File: config.mk
export PLATFORM = sky130hd
export DESIGN_NAME = dram_chan_norm
export DESIGN_NICKNAME = d
export VERILOG_FILES = /design/src/rtl/dcs_pkg.sv /design/src/rtl/dcs_chan_pick.sv /design/src/rtl/dcs_offset_pick.sv /design/src/rtl/dcs_squeeze.sv /design/src/rtl/dram_chan_norm.sv
export SDC_FILE = /design/constraint.sdc
export NUM_CORES = 1
export LEC_CHECK = 0
export BUFFER_PORTS_ARGS = -buffer_cell sky130_fd_sc_hd__buf_2
export CAP_MARGIN = 20
export CELL_PAD_IN_SITES_DETAIL_PLACEMENT = 1
export CELL_PAD_IN_SITES_GLOBAL_PLACEMENT = 1
export CORE_MARGIN = 5
export CORE_UTILIZATION = 31
export CTS_CLUSTER_SIZE = 30
export DETAILED_ROUTE_END_ITERATION = 8
export MAX_ROUTING_LAYER = met4
export PLACE_DENSITY_LB_ADDON = 0.1
export RECOVER_POWER = 100
export SLEW_MARGIN = 20
export SYNTH_ARGS = -nofsm -noshare
export SYNTH_HDL_FRONTEND = slang
export SYNTH_SLANG_ARGS = --single-unit
File: constraint.sdc
create_clock -name clk -period 1.05 [get_ports clk]
set_clock_uncertainty 0.2 [all_clocks]
set_input_delay 0.21 -clock clk [delete_from_list [all_inputs] [get_ports clk]]
set_output_delay 0.21 -clock clk [all_outputs]
set_load 0.01 [all_outputs]
File: src/rtl/dcs_pkg.sv
package dcs_pkg;
   localparam int unsigned NODE_LSB     = 12;
   localparam int unsigned GANG_BIT     = 3;
   localparam int unsigned LOW_BIT      = 6;
   localparam int unsigned MID_BIT      = 9;
   localparam int unsigned HASH_LO      = 16;
   localparam int unsigned HASH_HI      = 20;
   localparam int unsigned SEL_BASE_LSB = 27;
   localparam int unsigned SEL_OFS_LSB  = 26;
   localparam int unsigned NODE_B_LSB   = 24;
   localparam int unsigned HOLE_B_LSB   = 24;
   localparam int unsigned HOLE_O_LSB   = 23;
   localparam int unsigned HOLE_B_W     = 8;
   localparam int unsigned HOLE_O_W     = 9;
   localparam int unsigned FOUR_G_BIT   = 32;

   typedef enum logic [1:0] {
      ILV_BIT6  = 2'd0,
      ILV_BITHI = 2'd1,
      ILV_HASH6 = 2'd2,
      ILV_HASH9 = 2'd3
   } ilv_mode_e;
endpackage

File: src/rtl/dcs_chan_pick.sv
module dcs_chan_pick
   import dcs_pkg::*;
#(
   parameter int unsigned ADDR_W = 48,
   parameter int unsigned ILOG_W = 2
) (
   input  logic [ADDR_W-1:0] sys_addr,
   input  logic [ILOG_W-1:0] ilv_log,
   input  logic              gang_en,
   input  logic              hi_sel,
   input  logic              hi_rng_en,
   input  logic              hi_chan,
   input  logic              ilv_en,
   input  logic [1:0]        ilv_mode,
   output logic              chan
);
   logic hash_par;
   logic hash_mix;
   logic hi_bit;

   assign hash_par = ^sys_addr[HASH_HI:HASH_LO];
   assign hash_mix = hash_par ^ (ilv_mode[0] ? sys_addr[MID_BIT] : sys_addr[LOW_BIT]);
   assign hi_bit   = sys_addr[NODE_LSB + int'(ilv_log)];

   always_comb begin
      if (gang_en)                             chan = sys_addr[GANG_BIT];
      else if (hi_sel)                         chan = hi_chan;
      else if (ilv_en && ilv_mode == ILV_BIT6) chan = sys_addr[LOW_BIT];
      else if (ilv_en && ilv_mode[1])          chan = hash_mix;
      else if (ilv_en)                         chan = hi_bit;
      else if (hi_rng_en)                      chan = ~hi_chan;
      else                                     chan = 1'b0;
   end
endmodule

File: src/rtl/dcs_offset_pick.sv
module dcs_offset_pick
   import dcs_pkg::*;
#(
   parameter int unsigned ADDR_W = 48
) (
   input  logic [ADDR_W-1:0]            sys_addr,
   input  logic                         hi_sel,
   input  logic                         hole_valid,
   input  logic [HOLE_B_W-1:0]          hole_base_fld,
   input  logic [HOLE_O_W-1:0]          hole_ofs_fld,
   input  logic [ADDR_W-1:0]            sel_base,
   input  logic [ADDR_W-SEL_OFS_LSB-1:0] sel_ofs_fld,
   input  logic [ADDR_W-NODE_B_LSB-1:0] node_base_fld,
   output logic [ADDR_W-1:0]            offset
);
   localparam int unsigned PAD_W = ADDR_W - FOUR_G_BIT;

   logic [ADDR_W-1:0] hole_base;
   logic [ADDR_W-1:0] hole_ofs;
   logic [ADDR_W-1:0] sel_ofs;
   logic [ADDR_W-1:0] node_base;
   logic              above_4g;
   logic              use_hole;

   assign hole_base = {{PAD_W{1'b0}}, hole_base_fld, {HOLE_B_LSB{1'b0}}};
   assign hole_ofs  = {{PAD_W{1'b0}}, hole_ofs_fld, {HOLE_O_LSB{1'b0}}};
   assign sel_ofs   = {sel_ofs_fld, {SEL_OFS_LSB{1'b0}}};
   assign node_base = {node_base_fld, {NODE_B_LSB{1'b0}}};
   assign above_4g  = |sys_addr[ADDR_W-1:FOUR_G_BIT];

   always_comb begin
      if (hi_sel) use_hole = hole_valid && above_4g && (sel_base < hole_base);
      else        use_hole = hole_valid && above_4g;
      if (use_hole)    offset = hole_ofs;
      else if (hi_sel) offset = sel_ofs;
      else             offset = node_base;
   end
endmodule

File: src/rtl/dcs_squeeze.sv
module dcs_squeeze
   import dcs_pkg::*;
#(
   parameter int unsigned ADDR_W = 48,
   parameter int unsigned ILOG_W = 2
) (
   input  logic [ADDR_W-1:0] sys_addr,
   input  logic [ADDR_W-1:0] offset,
   input  logic [ILOG_W-1:0] ilv_log,
   input  logic              ilv_en,
   input  logic              hi_sel,
   input  logic              gang_en,
   input  logic [1:0]        ilv_mode,
   output logic [ADDR_W-1:0] chan_addr
);
   logic [ADDR_W-1:0] rel;
   logic [ADDR_W-1:0] no_node;
   logic [ADDR_W-1:0] drop6;
   logic [ADDR_W-1:0] drop9;
   logic [ADDR_W-1:0] drop12;

   function automatic logic [ADDR_W-1:0] drop_at(input logic [ADDR_W-1:0] a,
                                                 input int unsigned pos);
      logic [ADDR_W-1:0] keep_mask;
      keep_mask = ({ADDR_W{1'b1}} << pos);
      return ((a >> (pos + 1)) << pos) | (a & ~keep_mask);
   endfunction

   assign rel = sys_addr - offset;

   always_comb begin
      if (ilv_log != '0)
         no_node = ((rel >> (NODE_LSB + int'(ilv_log))) << NODE_LSB)
                   | {{(ADDR_W-NODE_LSB){1'b0}}, rel[NODE_LSB-1:0]};
      else
         no_node = rel;
   end

   assign drop6  = drop_at(no_node, LOW_BIT);
   assign drop9  = drop_at(no_node, MID_BIT);
   assign drop12 = drop_at(no_node, NODE_LSB);

   always_comb begin
      if (!ilv_en || hi_sel || gang_en) chan_addr = no_node;
      else if (!ilv_mode[0])            chan_addr = drop6;
      else if (ilv_mode == ILV_BITHI)   chan_addr = drop12;
      else                              chan_addr = drop9;
   end
endmodule

File: src/rtl/dram_chan_norm.sv
module dram_chan_norm
   import dcs_pkg::*;
#(
   parameter int unsigned ADDR_W  = 48,
   parameter bit          REG_OUT = 1'b1
) (
   input  logic                          clk,
   input  logic                          rst_n,
   input  logic [ADDR_W-1:0]             sys_addr,
   input  logic [1:0]                    ilv_log,
   input  logic                          hole_valid,
   input  logic [7:0]                    hole_base_fld,
   input  logic [8:0]                    hole_ofs_fld,
   input  logic [ADDR_W-25:0]            node_base_fld,
   input  logic                          gang_en,
   input  logic                          hi_rng_en,
   input  logic                          hi_chan,
   input  logic                          ilv_en,
   input  logic [1:0]                    ilv_mode,
   input  logic [ADDR_W-28:0]            sel_base_fld,
   input  logic [ADDR_W-27:0]            sel_ofs_fld,
   output logic                          chan,
   output logic [ADDR_W-1:0]             chan_addr
);
   localparam int unsigned ILOG_W  = 2;
   localparam int unsigned MIN_W   = FOUR_G_BIT + 8;

   generate
      if (ADDR_W < MIN_W) begin : g_bad_width
         $error("dram_chan_norm: ADDR_W must be at least %0d", MIN_W);
      end
      if (NODE_LSB + (1 << ILOG_W) > HASH_LO) begin : g_bad_log
         $error("dram_chan_norm: node interleave bits overlap the hash field");
      end
   endgenerate

   logic [ADDR_W-1:0] sel_base;
   logic              hi_sel;
   logic              chan_nxt;
   logic [ADDR_W-1:0] offset;
   logic [ADDR_W-1:0] addr_nxt;

   assign sel_base = {sel_base_fld, {SEL_BASE_LSB{1'b0}}};
   assign hi_sel   = hi_rng_en && !gang_en && (sys_addr >= sel_base);

   dcs_chan_pick #(.ADDR_W(ADDR_W), .ILOG_W(ILOG_W)) u_pick (
      .sys_addr  (sys_addr),
      .ilv_log   (ilv_log),
      .gang_en   (gang_en),
      .hi_sel    (hi_sel),
      .hi_rng_en (hi_rng_en),
      .hi_chan   (hi_chan),
      .ilv_en    (ilv_en),
      .ilv_mode  (ilv_mode),
      .chan      (chan_nxt)
   );

   dcs_offset_pick #(.ADDR_W(ADDR_W)) u_ofs (
      .sys_addr      (sys_addr),
      .hi_sel        (hi_sel),
      .hole_valid    (hole_valid),
      .hole_base_fld (hole_base_fld),
      .hole_ofs_fld  (hole_ofs_fld),
      .sel_base      (sel_base),
      .sel_ofs_fld   (sel_ofs_fld),
      .node_base_fld (node_base_fld),
      .offset        (offset)
   );

   dcs_squeeze #(.ADDR_W(ADDR_W), .ILOG_W(ILOG_W)) u_sqz (
      .sys_addr  (sys_addr),
      .offset    (offset),
      .ilv_log   (ilv_log),
      .ilv_en    (ilv_en),
      .hi_sel    (hi_sel),
      .gang_en   (gang_en),
      .ilv_mode  (ilv_mode),
      .chan_addr (addr_nxt)
   );

   generate
      if (REG_OUT) begin : g_reg
         always_ff @(posedge clk or negedge rst_n) begin
            if (!rst_n) begin
               chan      <= 1'b0;
               chan_addr <= '0;
            end else begin
               chan      <= chan_nxt;
               chan_addr <= addr_nxt;
            end
         end
      end else begin : g_comb
         assign chan      = chan_nxt;
         assign chan_addr = addr_nxt;
      end
   endgenerate
endmodule

==> summary.txt <==
Run status: finished with violations
Failing checks: negative hold slack, negative setup slack
Hold slack final: -0.03043 ns
Primary FF master, synth: dfrtp_1
Termination of the worst setup path: chan_addr[44]
Via count: 6,113
Data arrival time of the critical path: 4.58 ns
CTS max path bufs: 2
Least setup slack across all paths after layout: -3.527 ns
Power per Cell Area: 1127 nW/um2
Wire length of the first global-routing pass: 34.24 mm
Count of placed standard cells in the final layout, fillers left out: 1,228
Post-synth EDFFs: 0
Number of fill cells: 1,899
Net switching power of the design: 0.003994 W
Crit path capture type: flip-flop
Worst hold path depth: 2
First-iteration detailed-routing DRC count: 180
Leakage power: 4.679 nW
Post-synth net total: 806
# placed instances: 1,175
Total routing usage reported by global routing: 22.21%
Area Growth Syn to Fin: 87.06%
TritonCTS Sinks: 49
Final design area excluding fillers: 9587 um2
Total number of placement rows: 47
Placed wire-length estimate: 17.29 mm
Final Cycle Share: 435.9%
Fraction of power consumed by combinational cells: 60.6%
Pins over their slew limit: 0
Hold Violations, Final: 4
CTS Root Cell: clkbuf_16
Horizontal die dimension: 138.6 um
Critical Setup Path Class: in -> reg
Maximum fanout along the worst path: 4
MaxCap Viol Count: 0
Number of distinct library cells after synthesis: 56
Quantity of I/O buffers inserted on ports: 191
Die area: 19,200 um2
Post-CTS Hold Buffers: 7
Portion of total power attributed to sequential cells: 21.8%
Post-synthesis cell count: 610
TritonCTS clock tree: built
Sort of element at the start of the critical path: input port
Final Wtd Congestion: 0.8712
Number of routed nets with antenna violations: 0
Min-delay worst type: in -> reg
Relative slew slack: 67.66%
CTS H-tree depth: 2
Unrepaired setup endpoints after global routing: yes
Upper clock frequency limit: 218.5 MHz
Cell-internal power: 0.006810 W
Average vias per placed instance: 4.978
Data required time at the worst endpoint: 1.05 ns
Initial standard-cell utilization of the core: 31.24%
Total iterations of the first detailed-routing run: 4
Measured slew at the worst slew-check pin: 0.4807 ns
Number of buffers created by CTS: 5
Mapped Avg Cell Area: 8.402 um2
Switching share of power: 36.97%
Core area: 16,410 um2
Number of global-route vias before repair: 6,880
DR DRC count: 0
Clock-pin transition on the worst setup and hold timing paths: 0.07 ns
Setup-failing EPs final: 92
Overall Power: 0.01080 W
Cell area after synthesis: 5125 um2
Num ports: 192
Pin count of the biggest net entering global routing: 50
Die span in y: 138.6 um
Post-layout net count: 1,200
Final critical path time including I/O delays and setup: 4.577 ns
Fraction of final layout cells with drive strength greater than 1: 61.69%
Worst IR drop on VDD: 656.8 uV
Number of synthesis warnings: 0
Cell area reported after detailed placement: 7881 um2
Wire length per cell: 18.05 um
Hold path start: sys_addr[8]
#FFs+latches synth: 49
Initial antenna violation count: 2
Setup WS pre-CTS: -4.202 ns
Setup crit start: sel_base_fld[2]
Post-synthesis sequential area ratio: 23.93%
Fraction of power consumed by the clock network: 17.6%
Wirelength, routed: 22.16 mm
Remaining global-route overflow: 0
Proportion of register bits with asynchronous set or reset after synthesis: 100.0%
metal layers:
metal	wire length, um	up-vias	track usage [%]
met5	0	-	-
met4	654	0	6.552
met1	9218	2942	26.29
li1	-	2987	-
met3	703	39	2.897
met2	11580	145	39.44
stage by stage:
stage,utilization [%],setup TNS (ns)
final,58.43,-119.48
after global placement,48.04,-130.89
after detailed placement,48.04,-134.86
after floorplan,-,-111.69
after CTS,54.25,-115.88
after global routing,58.42,-128.22
state kept, by name, summed over array words and instances (netlist names):
signal / cells
chan: 1
chan_addr: 48
worst min-delay path by stage:
stage               endpoint  slack [ns]
3_3_place_gp   chan_addr[15]       0.007
4_1_cts         chan_addr[7]       -0.03
3_5_place_dp   chan_addr[15]        0.02
6_report        chan_addr[7]       -0.03
2_1_floorplan           chan       -0.29
5_1_grt         chan_addr[8]       -0.03
cells by family after synthesis:
family | Yosys count | synth area share [%]
AOI/OAI and AO/OA | 142 | 17.58
muxes | 86 | 19.36
adders and majority gates | 53 | 13.09
xor gates and xnor gates | 24 | 4.248
and+or+nand+nor | 187 | 16.75
buffers and inverters | 69 | 5.054
DFF | 49 | 23.93
synth_stat cells, types with 3 or more instances:
cell type | n | area [um2]
nor4_1 | 14 | 87.58
a31oi_1 | 3 | 18.77
xor2_1 | 6 | 52.55
a21oi_1 | 45 | 225.2
a22oi_1 | 3 | 22.52
inv_1 | 45 | 168.9
nor2_1 | 48 | 180.2
ha_1 | 52 | 650.6
nand2_1 | 79 | 296.5
and3_1 | 3 | 18.77
o21a_1 | 3 | 22.52
nand2b_1 | 3 | 18.77
nor3_1 | 6 | 30.03
o211ai_1 | 9 | 67.56
mux2i_1 | 44 | 440.4
a2111oi_0 | 4 | 35.03
a211oi_1 | 6 | 45.04
mux2_2 | 35 | 394.1
o21ai_0 | 34 | 170.2
o31ai_1 | 5 | 37.54
xnor2_1 | 17 | 148.9
nand3_1 | 8 | 40.04
nor2b_1 | 3 | 18.77
a21o_1 | 9 | 67.56
mux4_2 | 7 | 157.7
nand4_1 | 5 | 31.28
dfrtp_1 | 49 | 1226
o21ai_1 | 3 | 15.01
and2_1 | 4 | 25.02
buf_1 | 4 | 15.01
clkbuf_1 | 19 | 71.32
o21bai_1 | 3 | 22.52
final cells by class:
cell class | instances | area [um2] | area share, %
Multi-Input combinational cell | 492 | 4813 | 50.21
Timing Repair Buffer | 410 | 2895 | 30.20
Sequential cell | 49 | 1226 | 12.79
Inverter | 46 | 192.7 | 2.010
Clock buffer | 6 | 138.9 | 1.449
Clock inverter | 2 | 37.54 | 0.3915
Tap cell | 220 | 275.3 | 2.871
Antenna cell | 3 | 7.507 | 0.07831
cells in the final DEF, fill, tap and decap left out, types with 11 or more instances in the layout:
| cell | Yosys | layout |
|---|---|---|
| nand2_1 | 79 | 62 |
| dfrtp_1 | 49 | 49 |
| buf_2 | 0 | 171 |
| nor4_1 | 14 | 12 |
| buf_6 | 0 | 23 |
| buf_4 | 0 | 189 |
| o21ai_0 | 34 | 11 |
| o21ai_2 | 0 | 12 |
| mux2_2 | 35 | 18 |
| ha_1 | 52 | 31 |
| inv_1 | 45 | 34 |
| a21oi_1 | 45 | 22 |
| mux2i_1 | 44 | 33 |
| nor2_1 | 48 | 42 |
| ha_4 | 0 | 21 |
| mux2_4 | 0 | 17 |
| a21oi_2 | 0 | 21 |
| nand2_2 | 0 | 14 |
repair_timing:
item                                   in CTS  in global routing
gates cloned                                0                  1
endpoints found under the hold margin      59                  4
setup endpoints to repair                  92                 92
buffers inserted                           23                 15
pin swaps                                  66                 62
gates resized for setup                   141                102
critical path, stage by stage:
cell       delay, ns
buf_12          0.09
inv_12          0.03
ha_4            0.23
a21o_1          0.18
a2111oi_4       0.31
o21ai_2         0.10
a31o_4          0.26
o21ai_4         0.22
o21a_4          0.20
and2_4          0.15
ha_4            0.13
inv_2           0.03
fa_2            0.37
a211oi_4        0.25
o21ai_2         0.12
a2111oi_4       0.45
buf_4           0.19
nor3_4          0.05
o41ai_4         0.26
xnor2_2         0.19
nor2_1          0.08
a211o_1         0.24
a21o_1          0.18
o31ai_2         0.06
power by group through the flow:
| stage | Combinational [W] | Clock, W | Sequential, W |
|---|---|---|---|
| final | 0.00655 | 0.00190 | 0.00235 |
| after global placement | 0.00486 | 0 | 0.00237 |
| after detailed placement | 0.00502 | 0 | 0.00238 |
| after CTS | 0.00579 | 0.00194 | 0.00235 |
| after global routing | 0.00710 | 0.00206 | 0.00239 |
| after floorplan | 0.00251 | 0 | 0.00261 |
No activity file was read; power rests on OpenSTA's default activity.
